File: config.mk
export PLATFORM = sky130hd
export DESIGN_NAME = cmdbuf_top
export DESIGN_NICKNAME = d
export VERILOG_FILES = /design/src/rtl/cmdbuf_pkg.sv /design/src/rtl/cmdbuf_capture.sv /design/src/rtl/cmdbuf_fanout.sv /design/src/rtl/cmdbuf_parity.sv /design/src/rtl/cmdbuf_top.sv
export SDC_FILE = /design/constraint.sdc
export NUM_CORES = 1
export LEC_CHECK = 0
export ABC_AREA = 0
export BUFFER_PORTS_ARGS = -buffer_cell sky130_fd_sc_hd__clkbuf_2
export CAP_MARGIN = 20
export CELL_PAD_IN_SITES_DETAIL_PLACEMENT = 1
export CELL_PAD_IN_SITES_GLOBAL_PLACEMENT = 2
export CORE_AREA = 2 2 90 92
export CTS_CLUSTER_DIAMETER = 50
export DETAILED_ROUTE_END_ITERATION = 6
export DIE_AREA = 0 0 92 94
export MAX_ROUTING_LAYER = met4
export PLACE_DENSITY_LB_ADDON = 0.05
export SLEW_MARGIN = 10
export SYNTH_ARGS = -nofsm -noshare
export SYNTH_HDL_FRONTEND = slang
export SYNTH_SLANG_ARGS = --single-unit
File: constraint.sdc
create_clock -name clk -period 2.1 [get_ports clk]
set_input_delay 0.42 -clock clk [delete_from_list [all_inputs] [get_ports clk]]
set_output_delay 0.42 -clock clk [all_outputs]
set_load 0.005 [all_outputs]
File: src/rtl/cmdbuf_pkg.sv
// Package cmdbuf_pkg: shared widths for the registered command buffer.
// Assumes the straight word is at least as wide as the fan-out slice.
package cmdbuf_pkg;
    parameter int unsigned DATA_W = 25;
    parameter int unsigned HALF_W = 14;

    typedef enum logic {
        LAYOUT_STRAIGHT = 1'b0,
        LAYOUT_FANOUT   = 1'b1
    } layout_e;
endpackage

File: src/rtl/cmdbuf_capture.sv
// Module cmdbuf_capture: the input register stage.
// The data word loads only when at least one select input is low.
// The control bits and the configuration register load at every edge.
// Assumes synchronous active-low reset and static configuration pins.
module cmdbuf_capture
    import cmdbuf_pkg::*;
#(
    parameter int unsigned W = DATA_W
) (
    input  logic         clk,
    input  logic         rst_n,
    input  logic         cfg_wide,
    input  logic         cfg_upper,
    input  logic         cs0_n,
    input  logic         cs1_n,
    input  logic         cke_in,
    input  logic         odt_in,
    input  logic [W-1:0] d_in,
    output logic [W-1:0] data_q,
    output layout_e      layout_q,
    output logic         upper_q,
    output logic         cke_q,
    output logic         odt_q,
    output logic         cs_q
);
    logic deselect;
    assign deselect = cs0_n & cs1_n;

    // Data word: load when selected, otherwise hold.
    always_ff @(posedge clk) begin
        if (!rst_n)         data_q <= '0;
        else if (!deselect) data_q <= d_in;
    end

    // Control bits and configuration: load at every edge.
    always_ff @(posedge clk) begin
        if (!rst_n) begin
            layout_q <= LAYOUT_STRAIGHT;
            upper_q  <= 1'b0;
            cke_q    <= 1'b0;
            odt_q    <= 1'b0;
            cs_q     <= 1'b0;
        end else begin
            layout_q <= layout_e'(cfg_wide);
            upper_q  <= cfg_upper;
            cke_q    <= cke_in;
            odt_q    <= odt_in;
            cs_q     <= cs0_n;
        end
    end

    AST_HOLD_WHEN_DESELECTED: assert property (@(posedge clk) disable iff (!rst_n)
        (cs0_n && cs1_n) |=> $stable(data_q));
    AST_LOAD_WHEN_SELECTED: assert property (@(posedge clk) disable iff (!rst_n)
        !(cs0_n && cs1_n) |=> (data_q == $past(d_in)));
    AST_CTRL_NEVER_HELD: assert property (@(posedge clk) disable iff (!rst_n)
        1'b1 |=> (cke_q == $past(cke_in) && odt_q == $past(odt_in) && cs_q == $past(cs0_n)));
endmodule

File: src/rtl/cmdbuf_fanout.sv
// Module cmdbuf_fanout: lays the captured word out onto the output ports.
// Straight mode drives the whole word flat. Fan-out mode drives one slice
// onto two identical copies. The outputs a mode does not use are held at zero.
module cmdbuf_fanout
    import cmdbuf_pkg::*;
#(
    parameter int unsigned W = DATA_W,
    parameter int unsigned H = HALF_W
) (
    input  logic         clk,
    input  logic         rst_n,
    input  logic [W-1:0] data_q,
    input  layout_e      layout_q,
    input  logic         upper_q,
    output logic [W-1:0] q_flat,
    output logic [H-1:0] q_a,
    output logic [H-1:0] q_b
);
    localparam int unsigned UPPER_LSB = W - H;

    logic [H-1:0] slice;

    // Slice select: lower or upper H bits of the captured word.
    always_comb begin
        slice = upper_q ? data_q[UPPER_LSB +: H] : data_q[H-1:0];
    end

    // Output layout by mode.
    always_comb begin
        if (layout_q == LAYOUT_FANOUT) begin
            q_flat = '0;
            q_a    = slice;
            q_b    = slice;
        end else begin
            q_flat = data_q;
            q_a    = '0;
            q_b    = '0;
        end
    end

    AST_COPIES_MATCH: assert property (@(posedge clk) disable iff (!rst_n)
        q_a == q_b);
    AST_MODE_EXCLUSIVE: assert property (@(posedge clk) disable iff (!rst_n)
        (layout_q == LAYOUT_FANOUT) ? (q_flat == '0) : (q_a == '0));
endmodule

File: src/rtl/cmdbuf_parity.sv
// Module cmdbuf_parity: the partial-parity output and the late parity check.
// par_in belongs to the data sampled one edge before it, so it is compared
// with the registered parity of that data. Both registers load at every edge.
module cmdbuf_parity
    import cmdbuf_pkg::*;
#(
    parameter int unsigned W = DATA_W
) (
    input  logic         clk,
    input  logic         rst_n,
    input  logic [W-1:0] d_in,
    input  logic         par_in,
    output logic         ppo_q,
    output logic         err_q
);
    // Parity of the inputs at this edge, and the check for the previous edge.
    always_ff @(posedge clk) begin
        if (!rst_n) begin
            ppo_q <= 1'b0;
            err_q <= 1'b0;
        end else begin
            ppo_q <= ^d_in;
            err_q <= par_in ^ ppo_q;
        end
    end

    AST_LATE_PARITY: assert property (@(posedge clk) disable iff (!rst_n)
        ($past(rst_n) && $past(rst_n, 2)) |-> (err_q == ($past(par_in) ^ (^$past(d_in, 2)))));
endmodule

File: src/rtl/cmdbuf_top.sv
// Module cmdbuf_top: registered command buffer with the selects that hold the data,
// the control bits that pass at every edge, the straight or fan-out layout and the late parity check.
// Assumes a single-ended clock and a synchronous active-low reset.
module cmdbuf_top
    import cmdbuf_pkg::*;
(
    input  logic              clk,
    input  logic              rst_n,
    input  logic              cfg_wide,
    input  logic              cfg_upper,
    input  logic              cs0_n,
    input  logic              cs1_n,
    input  logic              cke_in,
    input  logic              odt_in,
    input  logic [DATA_W-1:0] d_in,
    input  logic              par_in,
    output logic [DATA_W-1:0] q_flat,
    output logic [HALF_W-1:0] q_a,
    output logic [HALF_W-1:0] q_b,
    output logic              q_cke,
    output logic              q_odt,
    output logic              q_cs,
    output logic              ppo,
    output logic              par_err
);
    logic [DATA_W-1:0] data_q;
    layout_e           layout_q;
    logic              upper_q;

    cmdbuf_capture #(.W(DATA_W)) u_capture (
        .clk(clk), .rst_n(rst_n), .cfg_wide(cfg_wide), .cfg_upper(cfg_upper),
        .cs0_n(cs0_n), .cs1_n(cs1_n), .cke_in(cke_in), .odt_in(odt_in),
        .d_in(d_in), .data_q(data_q), .layout_q(layout_q), .upper_q(upper_q),
        .cke_q(q_cke), .odt_q(q_odt), .cs_q(q_cs)
    );

    cmdbuf_fanout #(.W(DATA_W), .H(HALF_W)) u_fanout (
        .clk(clk), .rst_n(rst_n), .data_q(data_q), .layout_q(layout_q),
        .upper_q(upper_q), .q_flat(q_flat), .q_a(q_a), .q_b(q_b)
    );

    cmdbuf_parity #(.W(DATA_W)) u_parity (
        .clk(clk), .rst_n(rst_n), .d_in(d_in), .par_in(par_in),
        .ppo_q(ppo), .err_q(par_err)
    );
endmodule

# Word level (Yosys, flattened, before mapping)
# Index checks and enable logic that the tools add are counted.
[word_totals]
ff_bits = 32
latch_bits = 0
ram_bits = 0
rom_bits = 0
output_inout_bits = 58
wordCells = 14
mem_count = 0
[op_classes]
add_sub_neg = 0
n_mul = 0
div_mod_pow = 0
n_lt_le_gt_ge = 0
n_eq_ne = 0
shifts = 0
muxes = 3
n_bitwise = 2
n_reduce_logical = 1
[op_table]
columns = ["op", "n"]
rows = [
  ["14-bit 2-to-1 mux", 2],
  ["25-bit 2-to-1 mux", 1],
  ["25-bit parity", 1],
  ["1-bit AND", 1],
  ["1-bit XOR", 1],
]

# Longest topological paths before layout
[depth]
ltp_word = 2
depth_mapped = 5

# By module
# Synthesis repeated with hierarchy kept, for this count alone.
[unflattened]
hier_cells = 225
area_unflattened_um2 = 2013.2
[modules_own_cells]
columns = ["module", "n_inst", "cells_per_inst", "area_per_inst_um2", "seq_area_each_um2"]
rows = [
  ["cmdbuf_capture", 1, 125, 1179.9, 600.6],
  ["cmdbuf_fanout", 1, 73, 544.3, 0.0],
  ["cmdbuf_parity", 1, 27, 289.0, 40.0],
]

# Worst setup path before layout
# No wires, ideal clock.
[synth_timing]
kind = "reg-to-output"
from = "reg u_capture.upper_q"
to = "out q_b[10]"
arrival_time_ps = 1225
required_ps = 1680
slack_ps = 455
stages_incl_launch_ff = 6
path_buffers = 3
path_cell_list = "dfxtp_1 > clkbuf_1 > buf_2 > mux2i_1 > nor2b_1 > buf_4"
[synth_via]
elab_chain_len = 2
[synth_rtl]
columns = ["item", "line_no", "rtl"]
rows = [
  ["start: declaration", "cmdbuf_capture.sv:21", "output logic upper_q,"],
  ["start signal: assignment", "cmdbuf_capture.sv:45", "upper_q <= cfg_upper;"],
  ["14-bit 2-to-1 mux", "cmdbuf_fanout.sv:25", "slice = upper_q ? data_q[UPPER_LSB +: H] : data_q[H-1:0];"],
  ["14-bit 2-to-1 mux", "-", ""],
  ["end: declaration", "cmdbuf_top.sv:19", "output logic [HALF_W-1:0] q_b,"],
]
# Every way passes these cells.

# Final worst setup path
[layout_timing]
from = "reg u_capture.upper_q"
to = "out q_a[3]"
[layout_via]
elab_chain_len = 2
[layout_rtl]
columns = ["item", "line_no", "rtl"]
rows = [
  ["14-bit 2-to-1 mux", "cmdbuf_fanout.sv:25", ""],
  ["14-bit 2-to-1 mux", "cmdbuf_fanout.sv:30", "if (layout_q == LAYOUT_FANOUT) begin"],
  ["end: declaration", "cmdbuf_top.sv:18", "output logic [HALF_W-1:0] q_a,"],
]
# Every way passes these cells.

==> out/results.ini <==
[run_status]
run_status = finished clean

[floorplan]
initial_utilization_pct = 24.3
io_pins = 92
design.die.area_sq_um = 8650
die_x_um = 92
fp-row-count = 32
core_sq_um = 7610
dieHeight_um = 94

[pwr]
vdd_ir_drop_max_mv = 0.236
static-leakage-power_nw = 1.14
powerDensity_nw_per_um2 = 654

[global_routing]
global_route.overflow_total = 0
groute.usage.overall_pct = 13.1
global_route_wire_length_before_repair_um = 8570
antenna_found_initial = 0
first_global_vias = 1671
grt_max_degree = 40

[critical_path]
start_kind = flip-flop
crit_path_cell_trace = buf_4 > mux2i_1 > nor2b_1 > clkbuf_2
critical_path_peak_fanout = 7
cpPeakStageDelay_ps = 330
timing.critical_path.slowest_stage_cell = sky130_fd_sc_hd__dfxtp_1
arrival_ps = 1220
cp.required_ps = 1680
setup.worst_path.class = reg -> out
setup.worst_path.end_class = output port
reg2reg_depth = 2

[placement]
routability_cong = 0.696
detailed_place_hpwl_um = 3970
portBuffers = 91
placed_cell_area_sq_um = 2320
pre_cts_ws_ps = 271

[clocking]
h-tree-depth = 2
clock_root_buffer = sky130_fd_sc_hd__clkbuf_8
clock_tree.buffer_depth = 2
post-cts-setup-buffer-count = 0
clock-sinks = 32
source_to_sink_clock_delay_at_the_later_pin_of_the_worst_skew_pair_ps = 280
holdBufCountCts = 0
tritoncts = built
cts_made_buffers = 5
count_of_cells_resized_by_post_cts_repair = 0
cts_clock_pin_slew_for_the_worst_setup_and_hold_paths_ps = 70

[synthesis]
synth.distinct_cells = 13
synth.yosys.warnings = 0
postSynthRegisterBits = 32
synthesized_net_count = 254
synth_cells = 220
post_synth_main_area_contributors = sky130_fd_sc_hd__dfxtp_1 35%, sky130_fd_sc_hd__nor2b_1 13%, sky130_fd_sc_hd__nand2_1 10%
syn_area_cell_sq_um = 8.41
yosysTopAreaCellShare_pct = 34.6
ys_seq_area_share_pct = 34.6
post_synth_instance_area_sq_um = 1850
synth.largest_area_cell = sky130_fd_sc_hd__dfxtp_1

[layout]
post_route_cells_drive_above_1_share_pct = 34.8
area_delta_synth_final_pct = 30.5
postLayoutCellArea_sq_um = 2410
diode_count = 0
final_net_count = 329

[sta]
fmax_mhz = 610
timing.clock.skew_ps = 0.143
finalSetupTns_ps = 0
timing.final.max_slew_violations = 0
final_critical_delay_including_setup_and_external_delays_ps = 1640
slew-limit-headroom_pct = 60.2
grt_setup_unrepaired = false
setup-violations-final = 0
timing.final.crit_share_pct = 78.1
final_hold_viol_count = 0
post-route-worst-setup-slack_ps = 460
worst_slew_pin_slew_ps = 598

[routing]
drt_iter0_markers = 25
route.detailed.wl_per_inst_um = 13.4
drtPass1Iterations = 2
postRouteWirelength_um = 5350
drc = 0
num_vias = 1642
via_per_inst = 4.13
ant_nets = 0

[hold_path]
holdCritPathClass = in -> reg
whs_path_depth = 2

[run]
maxCapViolCount = 0

==> routing by layer <==
metal / global-route usage, % / up-vias / routed length, um
met3: 2.73 / 5 / 299
met4: 3.36 / 0 / 53
met1: 16.7 / 755 / 2500
met5: - / - / 0
met2: 21.4 / 57 / 2500
li1: - / 825 / -
==> final timing paths <==
path                                      startpoint                    to  slack (ps)
worst min-delay path                       cfg_upper     u_capture.upper_q         340
worst max-delay path               u_capture.upper_q                q_a[3]         460
worst max register to register        u_parity.ppo_q        u_parity.err_q        1370
worst min register to register  u_capture.data_q[21]  u_capture.data_q[21]         480
==> metrics by stage <==
stage / hold slack, ps / instances / utilization (%) / total power, mW
3_3_place_gp: 468 / 390 / 30.5 / 1.10
5_1_grt: 340 / 398 / 31.7 / 1.69
2_1_floorplan: 449 / 220 / - / 0.955
6_report: 339 / 398 / 31.7 / 1.58
4_1_cts: 337 / 398 / 31.7 / 1.62
3_5_place_dp: 472 / 390 / 30.5 / 1.11
==> flip-flops by register name, indices dropped and copies added, names as in the netlist <==
name,flops
u_capture.data_q,25
u_capture.cke_q,1
u_capture.cs_q,1
u_capture.layout_q,1
u_capture.odt_q,1
u_capture.upper_q,1
u_parity.err_q,1
u_parity.ppo_q,1
==> critical path: cells and delay by family, from the launching register on <==
family / cells / cell delay (ps)
buffers and inverters: 2 / 290
muxes: 1 / 220
DFF: 1 / 330
and+or+nand+nor: 1 / 80
==> cells in the final DEF, fill, tap and decap left out <==
| master | instances |
|---|---|
| sky130_fd_sc_hd__clkbuf_8 | 6 |
| sky130_fd_sc_hd__xnor2_2 | 1 |
| sky130_fd_sc_hd__xnor2_1 | 17 |
| sky130_fd_sc_hd__dfxtp_1 | 32 |
| sky130_fd_sc_hd__a21boi_0 | 25 |
| sky130_fd_sc_hd__clkbuf_1 | 2 |
| sky130_fd_sc_hd__buf_4 | 4 |
| sky130_fd_sc_hd__clkbuf_2 | 91 |
| sky130_fd_sc_hd__mux2i_1 | 14 |
| sky130_fd_sc_hd__nand2_1 | 51 |
| sky130_fd_sc_hd__buf_12 | 1 |
| sky130_fd_sc_hd__nor2b_1 | 39 |
| sky130_fd_sc_hd__xnor3_1 | 2 |
| sky130_fd_sc_hd__xor2_1 | 3 |
| sky130_fd_sc_hd__and2_1 | 8 |
==> cell families (layout without fill, tap and decap cells) <==
family / after synthesis / in the layout / synth area share [%]
simple gates: 98 / 98 / 26.3
flops: 32 / 32 / 34.6
buf+inv: 28 / 104 / 8.59
compound gates: 25 / 25 / 10.1
xor+xnor: 23 / 23 / 12.8
mux: 14 / 14 / 7.58
==> Yosys cell counts, drive strengths merged <==
| cell type | n |
|---|---|
| xnor2 | 18 |
| xor2 | 3 |
| and2 | 8 |
| a21boi | 25 |
| dfxtp | 32 |
| clkbuf | 13 |
| nand2 | 51 |
| nor2b | 39 |
| mux2i | 14 |
| buf | 15 |
| xnor3 | 2 |
==> report_power, final <==
part | internal, mW | switching [mW] | leakage, nW
Sequential | 0.655 | 0.0326 | 0.266
Combinational | 0.222 | 0.172 | 0.828
Clock | 0.267 | 0.228 | 0.0455
Total | 1.15 | 0.432 | 1.14
==> layout make-up <==
type / instances / area, sq um
Timing Repair Buffer: 96 / 505
Sequential cell: 32 / 641
Tap cell: 102 / 128
Multi-Input combinational cell: 160 / 1050
Clock buffer: 8 / 90.1
Fill cell: 970 / 5190
No activity file was read; power rests on OpenSTA's default activity.
